**src/rtl/stepdiv_pkg.sv**
```systemverilog
package stepdiv_pkg;
  localparam int unsigned WORD  = 16;
  localparam int unsigned ITER  = WORD;
  localparam int unsigned STEPS = ITER + 2;

  typedef enum logic [2:0] {
    MD_U16  = 3'd0,
    MD_S16  = 3'd1,
    MD_U32  = 3'd2,
    MD_S32  = 3'd3,
    MD_FRAC = 3'd4
  } mode_e;

  typedef struct packed {
    logic [2*WORD-1:0] mag_n;
    logic [WORD-1:0]   mag_d;
    logic              neg_q;
    logic              neg_r;
    logic              dz;
  } prep_t;

  typedef struct packed {
    logic [WORD-1:0] r;
    logic [WORD-1:0] q;
  } pair_t;

  // Convert raw operands into magnitudes plus the two sign-fix flags
  function automatic prep_t prep_operands(logic [2:0] md, logic [WORD-1:0] hi,
                                          logic [WORD-1:0] lo, logic [WORD-1:0] d);
    prep_t p;
    logic [2*WORD-1:0] num;
    logic sgn;
    case (md)
      MD_S16:  begin num = {{WORD{lo[WORD-1]}}, lo};               sgn = 1'b1; end
      MD_U32:  begin num = {hi, lo};                               sgn = 1'b0; end
      MD_S32:  begin num = {hi, lo};                               sgn = 1'b1; end
      MD_FRAC: begin num = {lo[WORD-1], lo, {(WORD-1){1'b0}}};     sgn = 1'b1; end
      default: begin num = {{WORD{1'b0}}, lo};                     sgn = 1'b0; end
    endcase
    p.neg_r = sgn & num[2*WORD-1];
    p.neg_q = sgn & (num[2*WORD-1] ^ d[WORD-1]);
    p.mag_n = p.neg_r ? (~num + 1'b1) : num;
    p.mag_d = (sgn & d[WORD-1]) ? (~d + 1'b1) : d;
    p.dz    = (d == '0);
    return p;
  endfunction

  // One restoring shift-subtract stage
  function automatic pair_t shift_sub(logic [WORD-1:0] r, logic [WORD-1:0] q,
                                      logic [WORD-1:0] d);
    pair_t o;
    logic [WORD:0] trial;
    logic [WORD:0] diff;
    trial = {r, q[WORD-1]};
    diff  = trial - {1'b0, d};
    if (trial >= {1'b0, d}) begin
      o.r = diff[WORD-1:0];
      o.q = {q[WORD-2:0], 1'b1};
    end else begin
      o.r = trial[WORD-1:0];
      o.q = {q[WORD-2:0], 1'b0};
    end
    return o;
  endfunction

  function automatic logic [WORD-1:0] apply_sign(logic [WORD-1:0] v, logic neg);
    return neg ? (~v + 1'b1) : v;
  endfunction
endpackage

```
**src/rtl/stepdiv_seq.sv**
```systemverilog
module stepdiv_seq #(
  parameter int unsigned NSTEP = stepdiv_pkg::STEPS
) (
  input  logic clk,
  input  logic rst_n,
  input  logic start,
  input  logic step,
  output logic load_fire,
  output logic iter_fire,
  output logic finish_fire
);
  localparam int unsigned IW = $clog2(NSTEP);
  localparam logic [IW-1:0] LAST = IW'(NSTEP - 1);

  logic          busy;
  logic [IW-1:0] idx;
  logic          adv;

  assign adv         = step & busy & ~start;
  assign load_fire   = adv & (idx == '0);
  assign finish_fire = adv & (idx == LAST);
  assign iter_fire   = adv & ~load_fire & ~finish_fire;

  always_ff @(posedge clk or negedge rst_n) begin
    if (!rst_n) begin
      busy <= 1'b0;
      idx  <= '0;
    end else if (start) begin
      busy <= 1'b1;
      idx  <= '0;
    end else if (adv) begin
      if (idx == LAST) begin
        busy <= 1'b0;
        idx  <= '0;
      end else begin
        idx <= idx + 1'b1;
      end
    end
  end


  pause_hold_chk: assert property (@(posedge clk) disable iff (!rst_n)
    (busy && !step && !start) |=> (busy && $stable(idx)));


  phase_excl_chk: assert property (@(posedge clk) disable iff (!rst_n)
    $onehot0({load_fire, iter_fire, finish_fire}));


  restart_zero_chk: assert property (@(posedge clk) disable iff (!rst_n)
    start |=> (busy && idx == '0));
endmodule

```
**src/rtl/stepdiv_dp.sv**
```systemverilog
module stepdiv_dp #(
  parameter int unsigned W = stepdiv_pkg::WORD
) (
  input  logic         clk,
  input  logic         rst_n,
  input  logic         start,
  input  logic         load_fire,
  input  logic         iter_fire,
  input  logic [2:0]   mode,
  input  logic [W-1:0] dvd_hi,
  input  logic [W-1:0] dvd_lo,
  input  logic [W-1:0] divisor,
  output logic [W-1:0] res_q,
  output logic [W-1:0] res_r,
  output logic         res_dz
);
  import stepdiv_pkg::*;

  logic [2:0]   op_md;
  logic [W-1:0] op_hi, op_lo, op_d;
  logic [W-1:0] ar, aq, dv;
  logic         nq, nr, dz;
  prep_t        prep;
  pair_t        nxt;

  assign prep = prep_operands(op_md, op_hi, op_lo, op_d);
  assign nxt  = shift_sub(ar, aq, dv);

  always_ff @(posedge clk or negedge rst_n) begin
    if (!rst_n) begin
      op_md <= '0;
      op_hi <= '0;
      op_lo <= '0;
      op_d  <= '0;
    end else if (start) begin
      op_md <= mode;
      op_hi <= dvd_hi;
      op_lo <= dvd_lo;
      op_d  <= divisor;
    end
  end

  always_ff @(posedge clk or negedge rst_n) begin
    if (!rst_n) begin
      ar <= '0;
      aq <= '0;
      dv <= '0;
      nq <= 1'b0;
      nr <= 1'b0;
      dz <= 1'b0;
    end else if (load_fire) begin
      ar <= prep.mag_n[2*W-1:W];
      aq <= prep.mag_n[W-1:0];
      dv <= prep.mag_d;
      nq <= prep.neg_q;
      nr <= prep.neg_r;
      dz <= prep.dz;
    end else if (iter_fire) begin
      ar <= nxt.r;
      aq <= nxt.q;
    end
  end

  assign res_q  = apply_sign(aq, nq);
  assign res_r  = apply_sign(ar, nr);
  assign res_dz = dz;


  rem_bound_chk: assert property (@(posedge clk) disable iff (!rst_n)
    (iter_fire && ar < dv) |=> (ar < dv));


  op_latch_chk: assert property (@(posedge clk) disable iff (!rst_n)
    !start |=> ($stable(op_lo) && $stable(op_hi) && $stable(op_d) && $stable(op_md)));
endmodule

```
**src/rtl/stepdiv_top.sv**
```systemverilog
module stepdiv_top #(
  parameter int unsigned W     = stepdiv_pkg::WORD,
  parameter int unsigned NSTEP = stepdiv_pkg::STEPS
) (
  input  logic         clk,
  input  logic         rst_n,
  input  logic         start,
  input  logic         step,
  input  logic [2:0]   mode,
  input  logic [W-1:0] dvd_hi,
  input  logic [W-1:0] dvd_lo,
  input  logic [W-1:0] divisor,
  output logic [W-1:0] quotient,
  output logic [W-1:0] remainder,
  output logic         done,
  output logic         div_zero
);
  logic         load_fire, iter_fire, finish_fire;
  logic [W-1:0] res_q, res_r;
  logic         res_dz;

  stepdiv_seq #(.NSTEP(NSTEP)) u_seq (
    .clk(clk), .rst_n(rst_n), .start(start), .step(step),
    .load_fire(load_fire), .iter_fire(iter_fire), .finish_fire(finish_fire)
  );

  stepdiv_dp #(.W(W)) u_dp (
    .clk(clk), .rst_n(rst_n), .start(start),
    .load_fire(load_fire), .iter_fire(iter_fire),
    .mode(mode), .dvd_hi(dvd_hi), .dvd_lo(dvd_lo), .divisor(divisor),
    .res_q(res_q), .res_r(res_r), .res_dz(res_dz)
  );

  always_ff @(posedge clk or negedge rst_n) begin
    if (!rst_n) begin
      quotient  <= '0;
      remainder <= '0;
      done      <= 1'b0;
      div_zero  <= 1'b0;
    end else if (start) begin
      done      <= 1'b0;
      div_zero  <= 1'b0;
    end else if (finish_fire) begin
      quotient  <= res_q;
      remainder <= res_r;
      done      <= 1'b1;
      div_zero  <= res_dz;
    end
  end


  done_after_step_chk: assert property (@(posedge clk) disable iff (!rst_n)
    $rose(done) |-> $past(step));


  result_hold_chk: assert property (@(posedge clk) disable iff (!rst_n)
    !finish_fire |=> ($stable(quotient) && $stable(remainder)));


  done_sticky_chk: assert property (@(posedge clk) disable iff (!rst_n)
    (done && !start) |=> (done && $stable(div_zero)));


  start_clears_chk: assert property (@(posedge clk) disable iff (!rst_n)
    start |=> (!done && !div_zero));


  dz_with_done_chk: assert property (@(posedge clk) disable iff (!rst_n)
    div_zero |-> done);
endmodule

```
**config.mk**
```make
export PLATFORM = sky130hd
export DESIGN_NAME = stepdiv_top
export DESIGN_NICKNAME = d
export VERILOG_FILES = /design/src/rtl/stepdiv_pkg.sv /design/src/rtl/stepdiv_seq.sv /design/src/rtl/stepdiv_dp.sv /design/src/rtl/stepdiv_top.sv
export SDC_FILE = /design/constraint.sdc
export NUM_CORES = 1
export LEC_CHECK = 0
export BUFFER_PORTS_ARGS = -buffer_cell sky130_fd_sc_hd__buf_4
export CAP_MARGIN = 20
export CORE_ASPECT_RATIO = 0.8
export CORE_MARGIN = 2
export CORE_UTILIZATION = 50
export DETAILED_ROUTE_END_ITERATION = 10
export PLACE_DENSITY = 0.75
export SYNTH_ARGS = -nofsm -noshare
export SYNTH_HDL_FRONTEND = slang
export SYNTH_HIERARCHICAL = 1
export SYNTH_SLANG_ARGS = --single-unit
```
**constraint.sdc**
```tcl
create_clock -name clk -period 2.5 [get_ports clk]
set_input_delay 0.375 -clock clk [delete_from_list [all_inputs] [get_ports clk]]
set_output_delay 0.375 -clock clk [all_outputs]
set_load 0.05 [all_outputs]
```
* Word-level counts from Yosys, hierarchy flattened
Index checks and enable logic that the tools add are counted.
Word-level totals: flip-flop bits (word level) 142, input bits 55, output and inout bits 34, word-level logic and storage cells 76
Operators by class: $add $sub $neg 6, magnitude comparators 1, equality and inequality tests 5, muxes and demuxes 21, bitwise operators 17, reduce and logical (&&, ||, !) cells 10
Operators with widths (number):
- 16-bit 2-to-1 mux | 7
- 32-bit one-hot mux with 3 select lines | 1
- 32-bit 2-to-1 mux | 2
- 16-bit by 1-bit adder with 16-bit output (second input constant) | 3
- 16-bit inverter | 3
- 32-bit by 1-bit adder with 32-bit output (second input constant) | 1
- 32-bit inverter | 1
- 17-bit by 16-bit greater-or-equal comparator with 1-bit output | 1
- 16-bit zero test | 1
- 16-bit subtractor | 1
- 5-bit 2-to-1 mux | 3
- 1-bit bitwise AND | 9
- 1-bit 2-to-1 mux | 8
- 2-bit nonzero test | 4
- 3-bit by 2-bit == test with 1-bit output (second input constant) | 2
- 5-bit by 1-bit adder with 5-bit output (second input constant) | 1
- 5-bit == test (second input constant) | 1
- 5-bit zero test | 1
- 2-bit AND reduction | 2
- 3-bit by 1-bit == test with 1-bit output (second input constant) | 1
- 3-bit == test (second input constant) | 1
- 1-bit inverter | 3
- 3-bit OR reduction | 1
- 2-bit OR reduction | 1
- 1-bit bitwise XOR | 1

* Longest topological paths before layout
word-level depth 8, gate-level depth with buffers 12, gate-level depth less buffers 10

* By module
Netlist, hierarchy kept.
By module, submodules not included:
- stepdiv_dp | times used 1, cells an instance 765, area each 7023.0 µm²
- stepdiv_top | times used 1, cells an instance 75, area each 1430.1 µm²
- stepdiv_seq | times used 1, cells an instance 43, area each 387.9 µm²

* Least setup slack after synthesis
Ideal clock, no wire load.
path type register -> register, from reg u_dp.ar[1], to reg u_dp.ar[14], library setup time 0.125 ns, arrival 2.578 ns, path slack -0.204 ns, stages on the path, launching flop included 9, path buffers 0, cell sequence dfrtp_1 -> ha_1 -> nor2b_1 -> o31a_1 -> a211o_1 -> a2111oi_0 -> o31ai_1 -> xnor2_1 -> a2111oi_0
On the way: cells in the longest elaborated chain, start to end 4
Ends and longest elaborated chain:
- from (decl) | RTL line stepdiv_dp.sv:21 | logic [W-1:0] ar, aq, dv;
- from (signal assigned) | RTL line stepdiv_dp.sv:52 | ar <= prep.mag_n[2*W-1:W];
- from (signal assigned) | RTL line stepdiv_dp.sv:59 | ar <= nxt.r;
- 16-bit subtractor / 17-bit by 16-bit greater-or-equal comparator with 1-bit output (equally long branches) | RTL line stepdiv_pkg.sv:55, stepdiv_pkg.sv:56
- 32-bit 2-to-1 mux * | RTL line stepdiv_pkg.sv:56 | if (trial >= {1'b0, d}) begin
- 16-bit 2-to-1 mux * | RTL line stepdiv_dp.sv:58 | end else if (iter_fire) begin
- 16-bit 2-to-1 mux * | RTL line stepdiv_dp.sv:51 | end else if (load_fire) begin
Mark *: on every way between the ends. The rest lies on a longest branch, timed or not. The select of a mux whose other input is x is not followed. A chain may end at the register's enable or synchronous reset.

* Worst setup path in the final report
from reg u_dp.op_md[1], to reg u_dp.ar[10]
On the way: cells in the longest elaborated chain, start to end 7
Ends and longest elaborated chain:
- from (decl) | RTL line stepdiv_dp.sv:19 | logic [2:0] op_md;
- from (signal assigned) | RTL line stepdiv_dp.sv:36 | op_md <= mode;
- 3-bit by 2-bit == test with 1-bit output | RTL line stepdiv_pkg.sv:33 | case (md)
- 2-bit OR reduction (no line)
- 32-bit one-hot mux with 3 select lines | RTL line stepdiv_pkg.sv:33
- 32-bit inverter | RTL line stepdiv_pkg.sv:42 | p.mag_n = p.neg_r ? (~num + 1'b1) : num;
- 32-bit by 1-bit adder with 32-bit output | RTL line stepdiv_pkg.sv:42
- 32-bit 2-to-1 mux * | RTL line stepdiv_pkg.sv:42
- 16-bit 2-to-1 mux * | RTL line stepdiv_dp.sv:51
Mark *: on every way between the ends. The rest lies on a longest branch, timed or not.

==> flow_summary.toml <==
[synthesis]
synth.distinct_cells = 74
ys_warn_count = 6
synth_edf_count = 0
synth_top_cell_by_area = "dfrtp_1"
postSynthCellCount = 883
synth_fp_nets = 962
synthArstFlopShare = 1.00
synth.top_cells.by_area = "dfrtp_1, mux2_2, mux2_4"
yosysTopAreaCellShare = 0.402
synth_most_common_cell = "dfrtp_1"
ys_top_cells_by_count = "dfrtp_1, nand2_1, nor2_1, mux2_2, a21oi_1"
avgSynthCellArea_um2 = 10.0
ys_ff_latch = 142
ys.flop_type = "dfrtp_1"
netlist_area_um2 = 8840
synth_seq_area_share = 0.402

[min_path]
min_from = "divisor[1]"
whs_endpoint = "u_dp/op_d[1]"
hold_path.class = "input pin to register"
min_path_cells = 3

[timing]
tightest_slew_ps = 742
rsz0062_at_grt = "true"
setup_ws_ps = -91.6
hold_viol_final = 0
hold-worst-slack_ps = 164
finalCritPeriodShare = 1.04
timing.slew.headroom = 0.505
setup_viol = 9
fin_skew_ps = 7.59
period_needed_ps = 2590
fmaxAchievable_ghz = 0.386
drv_slew = 0

[grt]
grt_pass1_wl_mm = 39.1
grt_max_degree = 69
first_global_vias = 7439
overflow = 0
grt_use_total = 0.265
antenna_found_initial = 0

[flow_run]
drv_cap = 0

[die]
rows = 43
boundaryPins = 89
core_area_um2 = 17300
dieArea_um2 = 18800
die_w_um = 153
start_util = 0.510
die_height_um = 123

[pwr]
power.density_nw_per_um2 = 941
cellLeakagePower_uw = 0.00521
ir_drop_mv = 0.545

[drt]
first_pass_iters = 5
drc = 0
met3WireLength_mm = 1.75
num_vias = 7755
viasPerCell = 5.86
met1_length_mm = 11.2
wirelength_mm = 24.5
drtIter0Drc = 625
highest_layer = "met4"
wl_per_cell_um = 18.5
antenna_left = 0
wl_met2_mm = 11.0

[cts]
htreeDepth = 4
cts_root_buf = "clkbuf_16"
clk_pin_slew_ps = 60
clock_sinks = 142
clock_path_buffers = 2
cts_tree = "built"
clock_latency_ps = 430
numCtsBuffers = 17

[layout]
drive_gt1_frac = 0.392
n_antenna_cell = 0
final_cell_count_no_fill = 1324
area_growth_pct = 33.6
nets = 1165
design_area_um2 = 11800

[placement]
placed_area_um2 = 10600
hpwl_mm = 16.9
io_buffers = 88
dp.cells = 1265
routabilityCongestion = 0.959

[setup_path]
r2r_slack_ps = -90
cp_max_fo = 6
crit_type = "register to register"
arrival_ps = 2900
worst_ep_required_time_ps = 2810
rr_endpoint = "u_dp/ar[10]"
timing.rr.start = "u_dp/op_md[1]"
critPathLaunchType = "register"
cp-end-kind = "register"
reg2regPathDepth = 11

[run_status]
violations = "negative setup slack"
outcome = "finished with violations"
timing repair:
item                                    in CTS  in global routing
pin swaps                                   20                 11
hold endpoints to repair                    54                  0
endpoints found under the setup margin      18                 19
gates cloned                                 0                  1
gates resized for setup                     40                 52
hold buffers                                 1                  0
buffers inserted                            21                  5
how the worst max path moves through the flow:
stage             startpoint           end  slack, ps
2_1_floorplan  u_dp/op_md[1]   u_dp/ar[14]        -30
5_1_grt          u_dp/aq[15]   u_dp/ar[14]       -200
3_5_place_dp      u_dp/ar[0]   u_dp/ar[14]       -260
6_report       u_dp/op_md[1]   u_dp/ar[10]        -90
3_3_place_gp      u_dp/ar[0]   u_dp/ar[14]       -110
4_1_cts           u_dp/aq[2]  quotient[13]        -60
placed cells by master, fill, tap and decap left out, types with 5 or more instances in the layout:
| cell type | count |
|---|---|
| ha_1 | 16 |
| mux2_4 | 30 |
| nand3_1 | 18 |
| ha_4 | 7 |
| o21ai_0 | 35 |
| clkbuf_16 | 17 |
| or3_1 | 12 |
| o22ai_1 | 7 |
| nor2_1 | 55 |
| xnor2_1 | 48 |
| mux2_2 | 55 |
| or2_2 | 7 |
| xor2_1 | 23 |
| nor2b_1 | 5 |
| nand2_1 | 69 |
| a221o_1 | 10 |
| mux2i_1 | 25 |
| buf_6 | 10 |
| nor3_1 | 15 |
| o21ai_1 | 6 |
| a31oi_1 | 5 |
| inv_1 | 27 |
| nand2b_1 | 11 |
| o31ai_1 | 16 |
| a21oi_1 | 48 |
| a21o_1 | 9 |
| buf_4 | 219 |
| o21a_1 | 5 |
| nand4_1 | 10 |
| dfrtp_1 | 138 |
worst max-delay path, stage by stage, from the launching register on:
cell and delay [ps]:
dfrtp_2 460, buf_4 170, nor4bb_4 480, buf_4 220, a221o_1 200, nor4_4 70
buf_4 140, buf_4 130, nand2_1 90, o21ai_2 80, mux2i_1 140, a221o_1 280
per-stage QoR:
stage	setup slack (ps)	TNS, ps	utilization	total power, µW
2_1_floorplan	-32.6	-32.6	-	6120
3_3_place_gp	-106	-967	0.610	7740
3_5_place_dp	-264	-2260	0.610	7870
4_1_cts	-63.2	-151	0.665	10700
5_1_grt	-201	-1190	0.682	11800
6_report	-91.6	-384	0.682	11100
registers in the layout, indices dropped and copies added, names as in the netlist, 5 cells and up:
name        cells
u_dp/op_lo     16
remainder      16
u_dp/dv        16
u_dp/ar        16
u_dp/op_d      16
u_dp/aq        16
u_seq/idx       5
u_dp/op_hi     16
quotient       16
area by class of cell:
type	instances	area [µm²]
multi-input combinational	662	5430
fill	1284	5520
timing repair buffer	234	1850
clock inverter	13	140
clock buffer	19	443
inverter	29	109
tap	225	282
sequential	142	3560
logic make-up after synthesis:
kind of cell	Yosys count	synth area share
compound gates	208	0.159
xor+xnor	72	0.0713
fa+ha+maj	24	0.0348
buf+inv	80	0.0423
flops	142	0.402
mux	110	0.149
simple gates	247	0.141
per-layer routing:
metal,vias to the layer above,global-route usage
li1,3629,-
met1,3801,0.379
met2,281,0.410
met3,44,0.0480
met4,0,0.0880
met5,-,0
where the power goes:
part / internal (µW) / switching (µW)
Sequential: 2700 / 507
Clock: 1500 / 1040
Combinational: 2690 / 2670
Total: 6890 / 4220
Note: power is estimated with default switching activity, not from simulation.
